[config.mk]
export PLATFORM = sky130hd
export DESIGN_NAME = pktram_window
export DESIGN_NICKNAME = d
export VERILOG_FILES = /design/src/rtl/pkw_pkg.sv /design/src/rtl/pkw_ptr_regs.sv /design/src/rtl/pkw_access_dec.sv /design/src/rtl/pkw_ram_mux.sv /design/src/rtl/pktram_window.sv
export SDC_FILE = /design/constraint.sdc
export NUM_CORES = 1
export LEC_CHECK = 0
export BUFFER_PORTS_ARGS = -buffer_cell sky130_fd_sc_hd__buf_2
export CORE_UTILIZATION = 45
export DETAILED_ROUTE_END_ITERATION = 10
export MAX_ROUTING_LAYER = met4
export PLACE_DENSITY = 0.89
export SLEW_MARGIN = 20
export SYNTH_ARGS = -nofsm -noshare
export SYNTH_HDL_FRONTEND = slang
export SYNTH_SLANG_ARGS = --single-unit
[constraint.sdc]
create_clock -name clk -period 2.98 [get_ports clk]
set_clock_uncertainty 0.2 [all_clocks]
set_input_delay 0.149 -clock clk [delete_from_list [all_inputs] [get_ports clk]]
set_output_delay 0.149 -clock clk [all_outputs]
set_load 0.02 [all_outputs]
[src/rtl/pkw_pkg.sv]
package pkw_pkg;

  localparam int PKW_PTR_W  = 11;
  localparam int PKW_DATA_W = 8;
  localparam int PKW_SEL_W  = 2;
  localparam int PKW_EN_BIT = 7;

  typedef enum logic [PKW_SEL_W-1:0] {
    SEL_PTR_LO    = 2'd0,
    SEL_PTR_HI    = 2'd1,
    SEL_DEV_DATA  = 2'd2,
    SEL_HOST_DATA = 2'd3
  } reg_sel_e;

  typedef enum logic [2:0] {
    SRC_NONE = 3'd0,
    SRC_LO   = 3'd1,
    SRC_HI   = 3'd2,
    SRC_RAM  = 3'd3,
    SRC_FIFO = 3'd4
  } rd_src_e;

endpackage

[src/rtl/pkw_ptr_regs.sv]
module pkw_ptr_regs #(
  parameter int PTR_W  = pkw_pkg::PKW_PTR_W,
  parameter int DATA_W = pkw_pkg::PKW_DATA_W,
  parameter int EN_BIT = pkw_pkg::PKW_EN_BIT
) (
  input  logic              clk,
  input  logic              rst_n,
  input  logic              wr_lo,
  input  logic              wr_hi,
  input  logic [DATA_W-1:0] wdata,
  input  logic              step,
  output logic [PTR_W-1:0]  ptr,
  output logic              win_en,
  output logic [DATA_W-1:0] lo_view,
  output logic [DATA_W-1:0] hi_view
);

  localparam int HI_W = PTR_W - DATA_W;

  function automatic logic [PTR_W-1:0] advance(input logic [PTR_W-1:0] p);
    logic [PTR_W-1:0] one;
    one = '0;
    one[0] = 1'b1;
    return (p == {PTR_W{1'b1}}) ? '0 : p + one;
  endfunction

  function automatic logic [DATA_W-1:0] pack_hi(input logic en,
                                                input logic [HI_W-1:0] h);
    logic [DATA_W-1:0] b;
    b = '0;
    b[EN_BIT] = en;
    b[HI_W-1:0] = h;
    return b;
  endfunction

  logic [PTR_W-1:0] ptr_q;
  logic             en_q;
  logic [PTR_W-1:0] ptr_next;

  assign ptr_next = advance(ptr_q);

  always_ff @(posedge clk or negedge rst_n) begin
    if (!rst_n) begin
      ptr_q <= '0;
      en_q  <= 1'b0;
    end else if (wr_lo) begin
      ptr_q[DATA_W-1:0] <= wdata;
    end else if (wr_hi) begin
      en_q               <= wdata[EN_BIT];
      ptr_q[PTR_W-1:DATA_W] <= wdata[HI_W-1:0];
    end else if (step) begin
      ptr_q <= ptr_next;
    end
  end

  assign ptr     = ptr_q;
  assign win_en  = en_q;
  assign lo_view = ptr_q[DATA_W-1:0];
  assign hi_view = pack_hi(en_q, ptr_q[PTR_W-1:DATA_W]);


  ptr_inc_chk: assert property (@(posedge clk) disable iff (!rst_n)
    (step && !wr_lo && !wr_hi && ptr_q != {PTR_W{1'b1}}) |=>
      (ptr_q == $past(ptr_q) + 1'b1));


  ptr_wrap_chk: assert property (@(posedge clk) disable iff (!rst_n)
    (step && !wr_lo && !wr_hi && ptr_q == {PTR_W{1'b1}}) |=> (ptr_q == '0));


  lo_keeps_hi_chk: assert property (@(posedge clk) disable iff (!rst_n)
    wr_lo |=> (ptr_q[PTR_W-1:DATA_W] == $past(ptr_q[PTR_W-1:DATA_W]))
              && (en_q == $past(en_q)));


  ptr_hold_chk: assert property (@(posedge clk) disable iff (!rst_n)
    !(step || wr_lo || wr_hi) |=> ($stable(ptr_q) && $stable(en_q)));

endmodule

[src/rtl/pkw_access_dec.sv]
module pkw_access_dec
  import pkw_pkg::*;
#(
  parameter int SEL_W = pkw_pkg::PKW_SEL_W
) (
  input  logic             clk,
  input  logic             rst_n,
  input  logic             usb_en,
  input  logic             host_mode,
  input  logic             win_en,
  input  logic [SEL_W-1:0] cpu_sel,
  input  logic             cpu_rd,
  input  logic             cpu_wr,
  output logic             win_rd,
  output logic             win_wr,
  output logic             fifo_rd,
  output logic             fifo_wr,
  output logic             ptr_lo_wr,
  output logic             ptr_hi_wr,
  output rd_src_e          rd_src
);

  reg_sel_e sel;
  reg_sel_e mode_data;
  logic     open_win;
  logic     data_hit;

  assign sel       = reg_sel_e'(cpu_sel);
  assign mode_data = host_mode ? SEL_HOST_DATA : SEL_DEV_DATA;
  assign open_win  = win_en && !usb_en;
  assign data_hit  = (sel == mode_data);

  assign win_rd    = data_hit && cpu_rd && open_win;
  assign win_wr    = data_hit && cpu_wr && open_win;
  assign fifo_rd   = data_hit && cpu_rd && !open_win;
  assign fifo_wr   = data_hit && cpu_wr && !open_win;
  assign ptr_lo_wr = cpu_wr && (sel == SEL_PTR_LO);
  assign ptr_hi_wr = cpu_wr && (sel == SEL_PTR_HI);

  always_comb begin
    rd_src = SRC_NONE;
    if (cpu_rd) begin
      if (sel == SEL_PTR_LO)      rd_src = SRC_LO;
      else if (sel == SEL_PTR_HI) rd_src = SRC_HI;
      else if (data_hit)          rd_src = open_win ? SRC_RAM : SRC_FIFO;
    end
  end


  usb_blocks_chk: assert property (@(posedge clk) disable iff (!rst_n)
    usb_en |-> !(win_rd || win_wr));


  fifo_quiet_chk: assert property (@(posedge clk) disable iff (!rst_n)
    (win_rd || win_wr) |-> !(fifo_rd || fifo_wr));


  other_reg_idle_chk: assert property (@(posedge clk) disable iff (!rst_n)
    (cpu_sel[SEL_W-1] && !data_hit) |-> !(win_rd || win_wr || fifo_rd || fifo_wr));

endmodule

[src/rtl/pkw_ram_mux.sv]
module pkw_ram_mux #(
  parameter int PTR_W  = pkw_pkg::PKW_PTR_W,
  parameter int DATA_W = pkw_pkg::PKW_DATA_W
) (
  input  logic              clk,
  input  logic              rst_n,
  input  logic              win_rd,
  input  logic              win_wr,
  input  logic [PTR_W-1:0]  ptr,
  input  logic [DATA_W-1:0] cpu_wdata,
  input  logic [PTR_W-1:0]  ctl_ram_addr,
  input  logic              ctl_ram_we,
  input  logic              ctl_ram_re,
  input  logic [DATA_W-1:0] ctl_ram_wdata,
  output logic [PTR_W-1:0]  ram_addr,
  output logic              ram_we,
  output logic              ram_re,
  output logic [DATA_W-1:0] ram_wdata
);

  logic steal;
  assign steal = win_rd || win_wr;

  always_comb begin
    if (steal) begin
      ram_addr  = ptr;
      ram_we    = win_wr;
      ram_re    = win_rd;
      ram_wdata = cpu_wdata;
    end else begin
      ram_addr  = ctl_ram_addr;
      ram_we    = ctl_ram_we;
      ram_re    = ctl_ram_re;
      ram_wdata = ctl_ram_wdata;
    end
  end


  win_write_chk: assert property (@(posedge clk) disable iff (!rst_n)
    win_wr |-> (ram_we && ram_addr == ptr && ram_wdata == cpu_wdata));


  win_read_chk: assert property (@(posedge clk) disable iff (!rst_n)
    win_rd |-> (ram_re && ram_addr == ptr));


  ctl_pass_chk: assert property (@(posedge clk) disable iff (!rst_n)
    !steal |-> (ram_addr == ctl_ram_addr && ram_we == ctl_ram_we
                && ram_re == ctl_ram_re));

endmodule

[src/rtl/pktram_window.sv]
module pktram_window
  import pkw_pkg::*;
#(
  parameter int PTR_W  = pkw_pkg::PKW_PTR_W,
  parameter int DATA_W = pkw_pkg::PKW_DATA_W,
  parameter int SEL_W  = pkw_pkg::PKW_SEL_W,
  parameter int EN_BIT = pkw_pkg::PKW_EN_BIT
) (
  input  logic              clk,
  input  logic              rst_n,
  input  logic              usb_en,
  input  logic              host_mode,
  input  logic [SEL_W-1:0]  cpu_sel,
  input  logic              cpu_rd,
  input  logic              cpu_wr,
  input  logic [DATA_W-1:0] cpu_wdata,
  output logic [DATA_W-1:0] cpu_rdata,
  output logic              fifo_rd,
  output logic              fifo_wr,
  input  logic [DATA_W-1:0] fifo_rdata,
  input  logic [PTR_W-1:0]  ctl_ram_addr,
  input  logic              ctl_ram_we,
  input  logic              ctl_ram_re,
  input  logic [DATA_W-1:0] ctl_ram_wdata,
  output logic [PTR_W-1:0]  ram_addr,
  output logic              ram_we,
  output logic              ram_re,
  output logic [DATA_W-1:0] ram_wdata,
  input  logic [DATA_W-1:0] ram_rdata
);

  logic              win_rd, win_wr;
  logic              ptr_lo_wr, ptr_hi_wr;
  logic              win_en;
  logic [PTR_W-1:0]  ptr;
  logic [DATA_W-1:0] lo_view, hi_view;
  logic              step;
  rd_src_e           rd_src;

  assign step = win_rd || win_wr;

  pkw_access_dec #(.SEL_W(SEL_W)) u_dec (
    .clk       (clk),
    .rst_n     (rst_n),
    .usb_en    (usb_en),
    .host_mode (host_mode),
    .win_en    (win_en),
    .cpu_sel   (cpu_sel),
    .cpu_rd    (cpu_rd),
    .cpu_wr    (cpu_wr),
    .win_rd    (win_rd),
    .win_wr    (win_wr),
    .fifo_rd   (fifo_rd),
    .fifo_wr   (fifo_wr),
    .ptr_lo_wr (ptr_lo_wr),
    .ptr_hi_wr (ptr_hi_wr),
    .rd_src    (rd_src)
  );

  pkw_ptr_regs #(.PTR_W(PTR_W), .DATA_W(DATA_W), .EN_BIT(EN_BIT)) u_ptr (
    .clk     (clk),
    .rst_n   (rst_n),
    .wr_lo   (ptr_lo_wr),
    .wr_hi   (ptr_hi_wr),
    .wdata   (cpu_wdata),
    .step    (step),
    .ptr     (ptr),
    .win_en  (win_en),
    .lo_view (lo_view),
    .hi_view (hi_view)
  );

  pkw_ram_mux #(.PTR_W(PTR_W), .DATA_W(DATA_W)) u_mux (
    .clk           (clk),
    .rst_n         (rst_n),
    .win_rd        (win_rd),
    .win_wr        (win_wr),
    .ptr           (ptr),
    .cpu_wdata     (cpu_wdata),
    .ctl_ram_addr  (ctl_ram_addr),
    .ctl_ram_we    (ctl_ram_we),
    .ctl_ram_re    (ctl_ram_re),
    .ctl_ram_wdata (ctl_ram_wdata),
    .ram_addr      (ram_addr),
    .ram_we        (ram_we),
    .ram_re        (ram_re),
    .ram_wdata     (ram_wdata)
  );

  always_comb begin
    unique case (rd_src)
      SRC_LO:   cpu_rdata = lo_view;
      SRC_HI:   cpu_rdata = hi_view;
      SRC_RAM:  cpu_rdata = ram_rdata;
      SRC_FIFO: cpu_rdata = fifo_rdata;
      default:  cpu_rdata = '0;
    endcase
  end


  idle_rdata_chk: assert property (@(posedge clk) disable iff (!rst_n)
    !cpu_rd |-> (cpu_rdata == '0));


  win_rdata_chk: assert property (@(posedge clk) disable iff (!rst_n)
    win_rd |-> (cpu_rdata == ram_rdata));

endmodule

==> results.json, run 1 <==
{
  "status": "complete, no violations",
  "io_pins": 84,
  "syn-cell-area_um2": 1271,
  "dieHeight_um": 55.15,
  "drt_first_iter_violations": 41,
  "yosys_warnings": 0,
  "antenna_cells": 0,
  "synth_cell_types": 41,
  "drv_cap": 0,
  "finalSetupViolCount": 0,
  "fmax_mhz": 452.4,
  "die_area_um2": 3042,
  "fin_setup_tns_ps": 0,
  "numCtsBuffers": 3,
  "grt-ovfl-total": 0,
  "yosysTopAreaCell": "dfrtp_1",
  "hold_path_class": "input port to flop",
  "p_leak_nw": 0.9885,
  "yosys-top-cells-area": "dfrtp_1 (24%), nand2_1 (20%), a22oi_1 (7.1%), o21ai_0 (4.7%), mux2i_1 (3.9%)",
  "hpwl_mm": 2.955,
  "grt_pass1_vias": 1439,
  "postCtsSetupBuffers": 0,
  "end_kind": "output pin",
  "die_w_um": 55.15,
  "yosysMostFrequentCell": "nand2_1",
  "arrival_ps": 1860,
  "finalCritPeriodShare_pct": 74.18,
  "cts-root-buf": "clkbuf_4",
  "vias": 1666,
  "synth_seq_area_share_pct": 23.62,
  "routed_via_density": 5.553,
  "path_clk_slew_ps": 80,
  "cts.htree.levels": 1,
  "postSynthAreaPerCell_um2": 6.909,
  "ys_ff_latch": 12,
  "cts.repair.resized": 0,
  "grt_pass1_wl_mm": 5.899,
  "syn2layout_area_growth_pct": 41.34,
  "critPathLaunchType": "flop",
  "worstMarginPinSlew_ps": 581.1,
  "start_util_pct": 49.51,
  "antenna_found_initial": 0,
  "synth_fp_nets": 238,
  "clk_path_buf_depth": 2,
  "place_area_um2": 1680,
  "period_needed_ps": 2210,
  "core_um2": 2567,
  "slew_viol_final": 0,
  "synth_ff_type": "dfrtp_1",
  "fillers": 210,
  "hold_violations": 0,
  "power_density_nw_per_um2": 371.2,
  "ant_nets": 0,
  "async_reset_ff_share_pct": 100.0,
  "cp_max_fo": 17,
  "first_pass_iters": 4,
  "port_buffers": 83,
  "rsz0062_at_grt": "no",
  "synth_edf_count": 0,
  "netlist_instances": 184,
  "drive_above_1_share_pct": 35.93,
  "critPathKind": "flop to output pin",
  "layout.nets": 325,
  "total_power_mw": 0.6669,
  "grtUsageTotal_pct": 28.50,
  "wl_per_cell_um": 13.08,
  "fin_area_um2": 1797,
  "wirelength_mm": 3.925,
  "ys_top_cells_by_count": "nand2_1 (67), a22oi_1 (12), dfrtp_1 (12), o21ai_0 (12), nand3_1 (7)",
  "synth_top_area_share_pct": 23.62,
  "drc": 0,
  "relSlewSlack_pct": 61.09,
  "rows": 18,
  "ir_drop_v": 0.0002592,
  "required_ps": 2630,
  "grt_max_degree": 21,
  "cts_sinks": 12,
  "clk_latency_ps": 280,
  "tritoncts": "built",
  "cts_hold_buf": 8,
  "routabilityCongestion": 0.9398,
  "utilization_pct": 69.98
}
-- routing by layer --
layer  part of all wire, %  GRT usage [%]  up-vias  wire length [um]
li1                      -              -      834                 -
met5                     0              -        -                 0
met2                    46          51.41      115              1814
met1                    41          30.77      710              1615
met4                   1.7          12.50        0                65
met3                    11          4.098        7               429
-- cell type report --
cell class	count	area, um^2	area share (%)
repair buffers	92	503.0	27.99
clock buffers	4	36.28	2.020
well taps	30	37.54	2.089
multi-input cells	157	900.9	50.14
inverters	5	18.77	1.045
flip-flops and latches	12	300.3	16.71
-- power breakdown --
group	internal (mW)	total (mW)	switching (mW)
Combinational	0.124	0.286	0.163
Clock	0.0744	0.136	0.0620
Sequential	0.193	0.244	0.0511
-- cells by family after synthesis --
group / after synthesis / share of synthesized area (%)
simple gates: 109 / 41.44
compound gates: 41 / 22.34
buf+inv: 15 / 5.511
flops: 12 / 23.62
mux: 5 / 3.937
xor+xnor: 1 / 2.166
fa+ha+maj: 1 / 0.9841
-- layout by cell type (no fill, tap or decap), types with 2 or more instances in the layout --
cell | synthesis | routed
buf_2 | 4 | 83
nand2_1 | 67 | 67
o21ai_0 | 12 | 12
a22oi_1 | 12 | 12
dfrtp_1 | 12 | 12
dlygate4sd3_1 | 0 | 8
nand3_1 | 7 | 7
inv_1 | 5 | 5
mux2i_1 | 5 | 5
nor2_1 | 5 | 5
a31oi_1 | 5 | 5
or3_1 | 4 | 4
and3_1 | 3 | 3
and4_1 | 3 | 3
nand4_1 | 3 | 3
nor3_1 | 3 | 3
clkbuf_4 | 0 | 3
or2_2 | 2 | 2
nand2b_1 | 2 | 2
nand3b_1 | 2 | 2
a211oi_1 | 2 | 2
o31ai_1 | 2 | 2
-- flip-flops by register name, indices dropped and copies added, names as in the netlist --
signal        cells
u_ptr.ptr        11
u_ptr.win_en      1
-- worst max-delay path, stage by stage, from the launching register on --
cell     delay [ps]
dfrtp_1         390
and3b_2         260
and3_1          530
nand2_1         160
nand2_1          80
buf_2           150
-- final timing paths --
path / start / endpoint / slack [ps] / depth (start not counted)
setup / recovery: u_ptr.win_en$_DFFE_PN0P_ / ram_wdata[7] / 770 / 5
hold / removal: cpu_wdata[1] / u_ptr.ptr[9]$_DFFE_PN0P_ / 30 / 3
setup reg to reg: u_ptr.ptr[0]$_DFFE_PN0P_ / u_ptr.ptr[7]$_DFFE_PN0P_ / 890 / 5
hold reg to reg: u_ptr.win_en$_DFFE_PN0P_ / u_ptr.win_en$_DFFE_PN0P_ / 350 / 2
max in group asynchronous: rst_n / u_ptr.ptr[2]$_DFFE_PN0P_ / 2300 / 2
min in group asynchronous: rst_n / u_ptr.ptr[8]$_DFFE_PN0P_ / 60 / 2
-- stage by stage --
stage                     std cells  setup WS, ps  hold slack, ps
after global placement          288          1012          -156.9
after global routing            300         565.9           54.21
after detailed placement        288         940.6          -155.5
after CTS                       300         752.3           19.95
after floorplan                 184          1095          -346.6
final                           300         769.5           32.98
Power figures use the tool's default switching activity.
==> run 2: changes to the inputs <==
--- a/config.mk
+++ b/config.mk
@@ -6,10 +6,10 @@
 export NUM_CORES = 1
 export LEC_CHECK = 0
 export BUFFER_PORTS_ARGS = -buffer_cell sky130_fd_sc_hd__buf_2
-export CORE_UTILIZATION = 45
+export CORE_UTILIZATION = 42
 export DETAILED_ROUTE_END_ITERATION = 10
 export MAX_ROUTING_LAYER = met4
-export PLACE_DENSITY = 0.89
+export PLACE_DENSITY = 0.84
 export SLEW_MARGIN = 20
 export SYNTH_ARGS = -nofsm -noshare
 export SYNTH_HDL_FRONTEND = slang
==> constraint.sdc (replaced) <==
create_clock -name clk -period 2.2 [get_ports clk]
set_clock_uncertainty 0.2 [all_clocks]
set_input_delay 0.11 -clock clk [delete_from_list [all_inputs] [get_ports clk]]
set_output_delay 0.11 -clock clk [all_outputs]
set_load 0.02 [all_outputs]
==> results.json, run 2 (synthesis results as in run 1) <==
{
  "slew_viol_final": 0,
  "numCtsBuffers": 3,
  "status": "complete, but fails checks",
  "cts_sinks": 12,
  "core_um2": 2805,
  "crit_slowest_cell": "or4b_4",
  "final_cell_mix": "buf_2 (83), nand2_1 (67), o21ai_0 (12), a22oi_1 (12), dfrtp_1 (11)",
  "path_clk_slew_ps": 80,
  "drive_above_1_share_pct": 37.27,
  "crit_chain": "ha_1, and4_1, or4b_4, o2111ai_1, o311ai_2",
  "rsz0062_at_grt": "no",
  "ff2ff_path_depth": 5,
  "arrival_ps": 2020,
  "cp_num_cells": 5,
  "drc": 20,
  "hold_path_class": "input port to flop",
  "violations": "DRC",
  "worst_slack_ps": 120.6,
  "power_density_nw_per_um2": 477.8,
  "grt_pass1_vias": 1489,
  "fin_setup_tns_ps": 0,
  "hold_violations": 0,
  "io_pins": 84,
  "first_pass_iters": 7,
  "utilization_pct": 64.14,
  "antenna_found_initial": 0,
  "cp_max_fo": 5,
  "rows": 19,
  "drt_first_iter_violations": 79,
  "worst-path-buf-inv": 0,
  "final_common_cell": "buf_2",
  "wirelength_mm": 4.152,
  "relSlewSlack_pct": 59.95,
  "fin_cells": 302,
  "clk_path_buf_depth": 2,
  "critPathLaunchType": "flop",
  "dp_cells": 292,
  "finalSetupViolCount": 0,
  "critPathKind": "flop to flop",
  "ff2ff_setup_slack_ps": 120,
  "drv_cap": 0,
  "syn2layout_area_growth_pct": 41.54,
  "clk_latency_ps": 270,
  "vias": 1698,
  "layout.nets": 327,
  "fmax_mhz": 480.9,
  "cts.htree.levels": 1,
  "r2r_start": "u_ptr.ptr[1]$_DFFE_PN0P_",
  "required_ps": 2140,
  "die_area_um2": 3251,
  "cts-root-buf": "clkbuf_4",
  "wl_per_cell_um": 13.75,
  "grt-ovfl-total": 0,
  "period_needed_ps": 2079,
  "cp-endpoint": "u_ptr.ptr[7]$_DFFE_PN0P_",
  "grt_max_degree": 19,
  "grtUsageTotal_pct": 27.46,
  "routed_via_density": 5.623,
  "p_leak_nw": 0.9892,
  "crit_path_start": "u_ptr.ptr[1]$_DFFE_PN0P_",
  "grt_pass1_wl_mm": 6.748,
  "ant_nets": 0,
  "worstMarginPinSlew_ps": 598.1,
  "antenna_cells": 0,
  "slowest_delay_ps": 520,
  "ir_drop_v": 0.0002295,
  "crit_family": "simple AND/OR/NAND/NOR gates",
  "start_util_pct": 45.32,
  "hpwl_mm": 3.144,
  "port_buffers": 83,
  "dieHeight_um": 57.02,
  "end_kind": "flop",
  "routabilityCongestion": 0.8833,
  "die_w_um": 57.02,
  "largest_reg_flops": 11,
  "finalCritPeriodShare_pct": 94.52,
  "hold-path-cell-count": 3,
  "r2r_end": "u_ptr.ptr[7]$_DFFE_PN0P_",
  "tritoncts": "built",
  "pre_cts_slack_ps": 141.7
}
## run 2: worst min path at each step
stage	start	end	slack [ps]
2_1_floorplan	rst_n	u_ptr.ptr[0]$_DFFE_PN0P_	-390
3_3_place_gp	rst_n	u_ptr.ptr[8]$_DFFE_PN0P_	-200
3_5_place_dp	rst_n	u_ptr.ptr[8]$_DFFE_PN0P_	-200
4_1_cts	cpu_wdata[3]	u_ptr.ptr[3]$_DFFE_PN0P_	5
5_1_grt	cpu_wdata[1]	u_ptr.ptr[9]$_DFFE_PN0P_	40
6_report	cpu_wdata[3]	u_ptr.ptr[3]$_DFFE_PN0P_	10
## run 2: worst reg2reg max path: stages, from the launching register on
cell and delay, ps:
dfrtp_1 420, ha_1 240, and4_1 270, or4b_4 520
o2111ai_1 150, o311ai_2 140
## run 2: timing repair
action / CTS / global route
hold buffers: 7 / 0
setup endpoints to repair: 0 / 14
resized for setup: 0 / 2
hold endpoints to repair: 21 / 0
setup buffers: 0 / 0
## run 2: stage by stage
| step | area (um^2) | hold slack (ps) | power (mW) |
|---|---|---|---|
| detailed placement | 1704 | -195.2 | 0.7116 |
| floorplan | 1271 | -385.6 | 0.5597 |
| finish | 1799 | 10.98 | 0.8596 |
| global route | 1799 | 36.79 | 0.9254 |
| CTS | 1797 | 5.127 | 0.8546 |
| global placement | 1704 | -197.7 | 0.7010 |
## run 2: report_power, final
part	internal [mW]	leakage (nW)	switching (mW)
sequential	0.263	0.132	0.0680
clock	0.0632	0.0138	0.0707
combinational	0.170	0.844	0.225
## run 2: routing by layer
metal	vias up	track usage, %	share of wire (%)	wire, um
met5	-	-	0	0
met4	0	9.756	1.3	55
li1	834	-	-	-
met1	746	36.68	43	1767
met2	112	43.53	45	1861
met3	6	2.721	11	467
## run 2: final cells by class
class,count,area [um^2]
sequential,12,301.5
multi-input combinational,157,902.1
timing repair buffer,94,515.5
fill,241,1006
tap,31,38.79
inverter,5,18.77
clock buffer,3,22.52
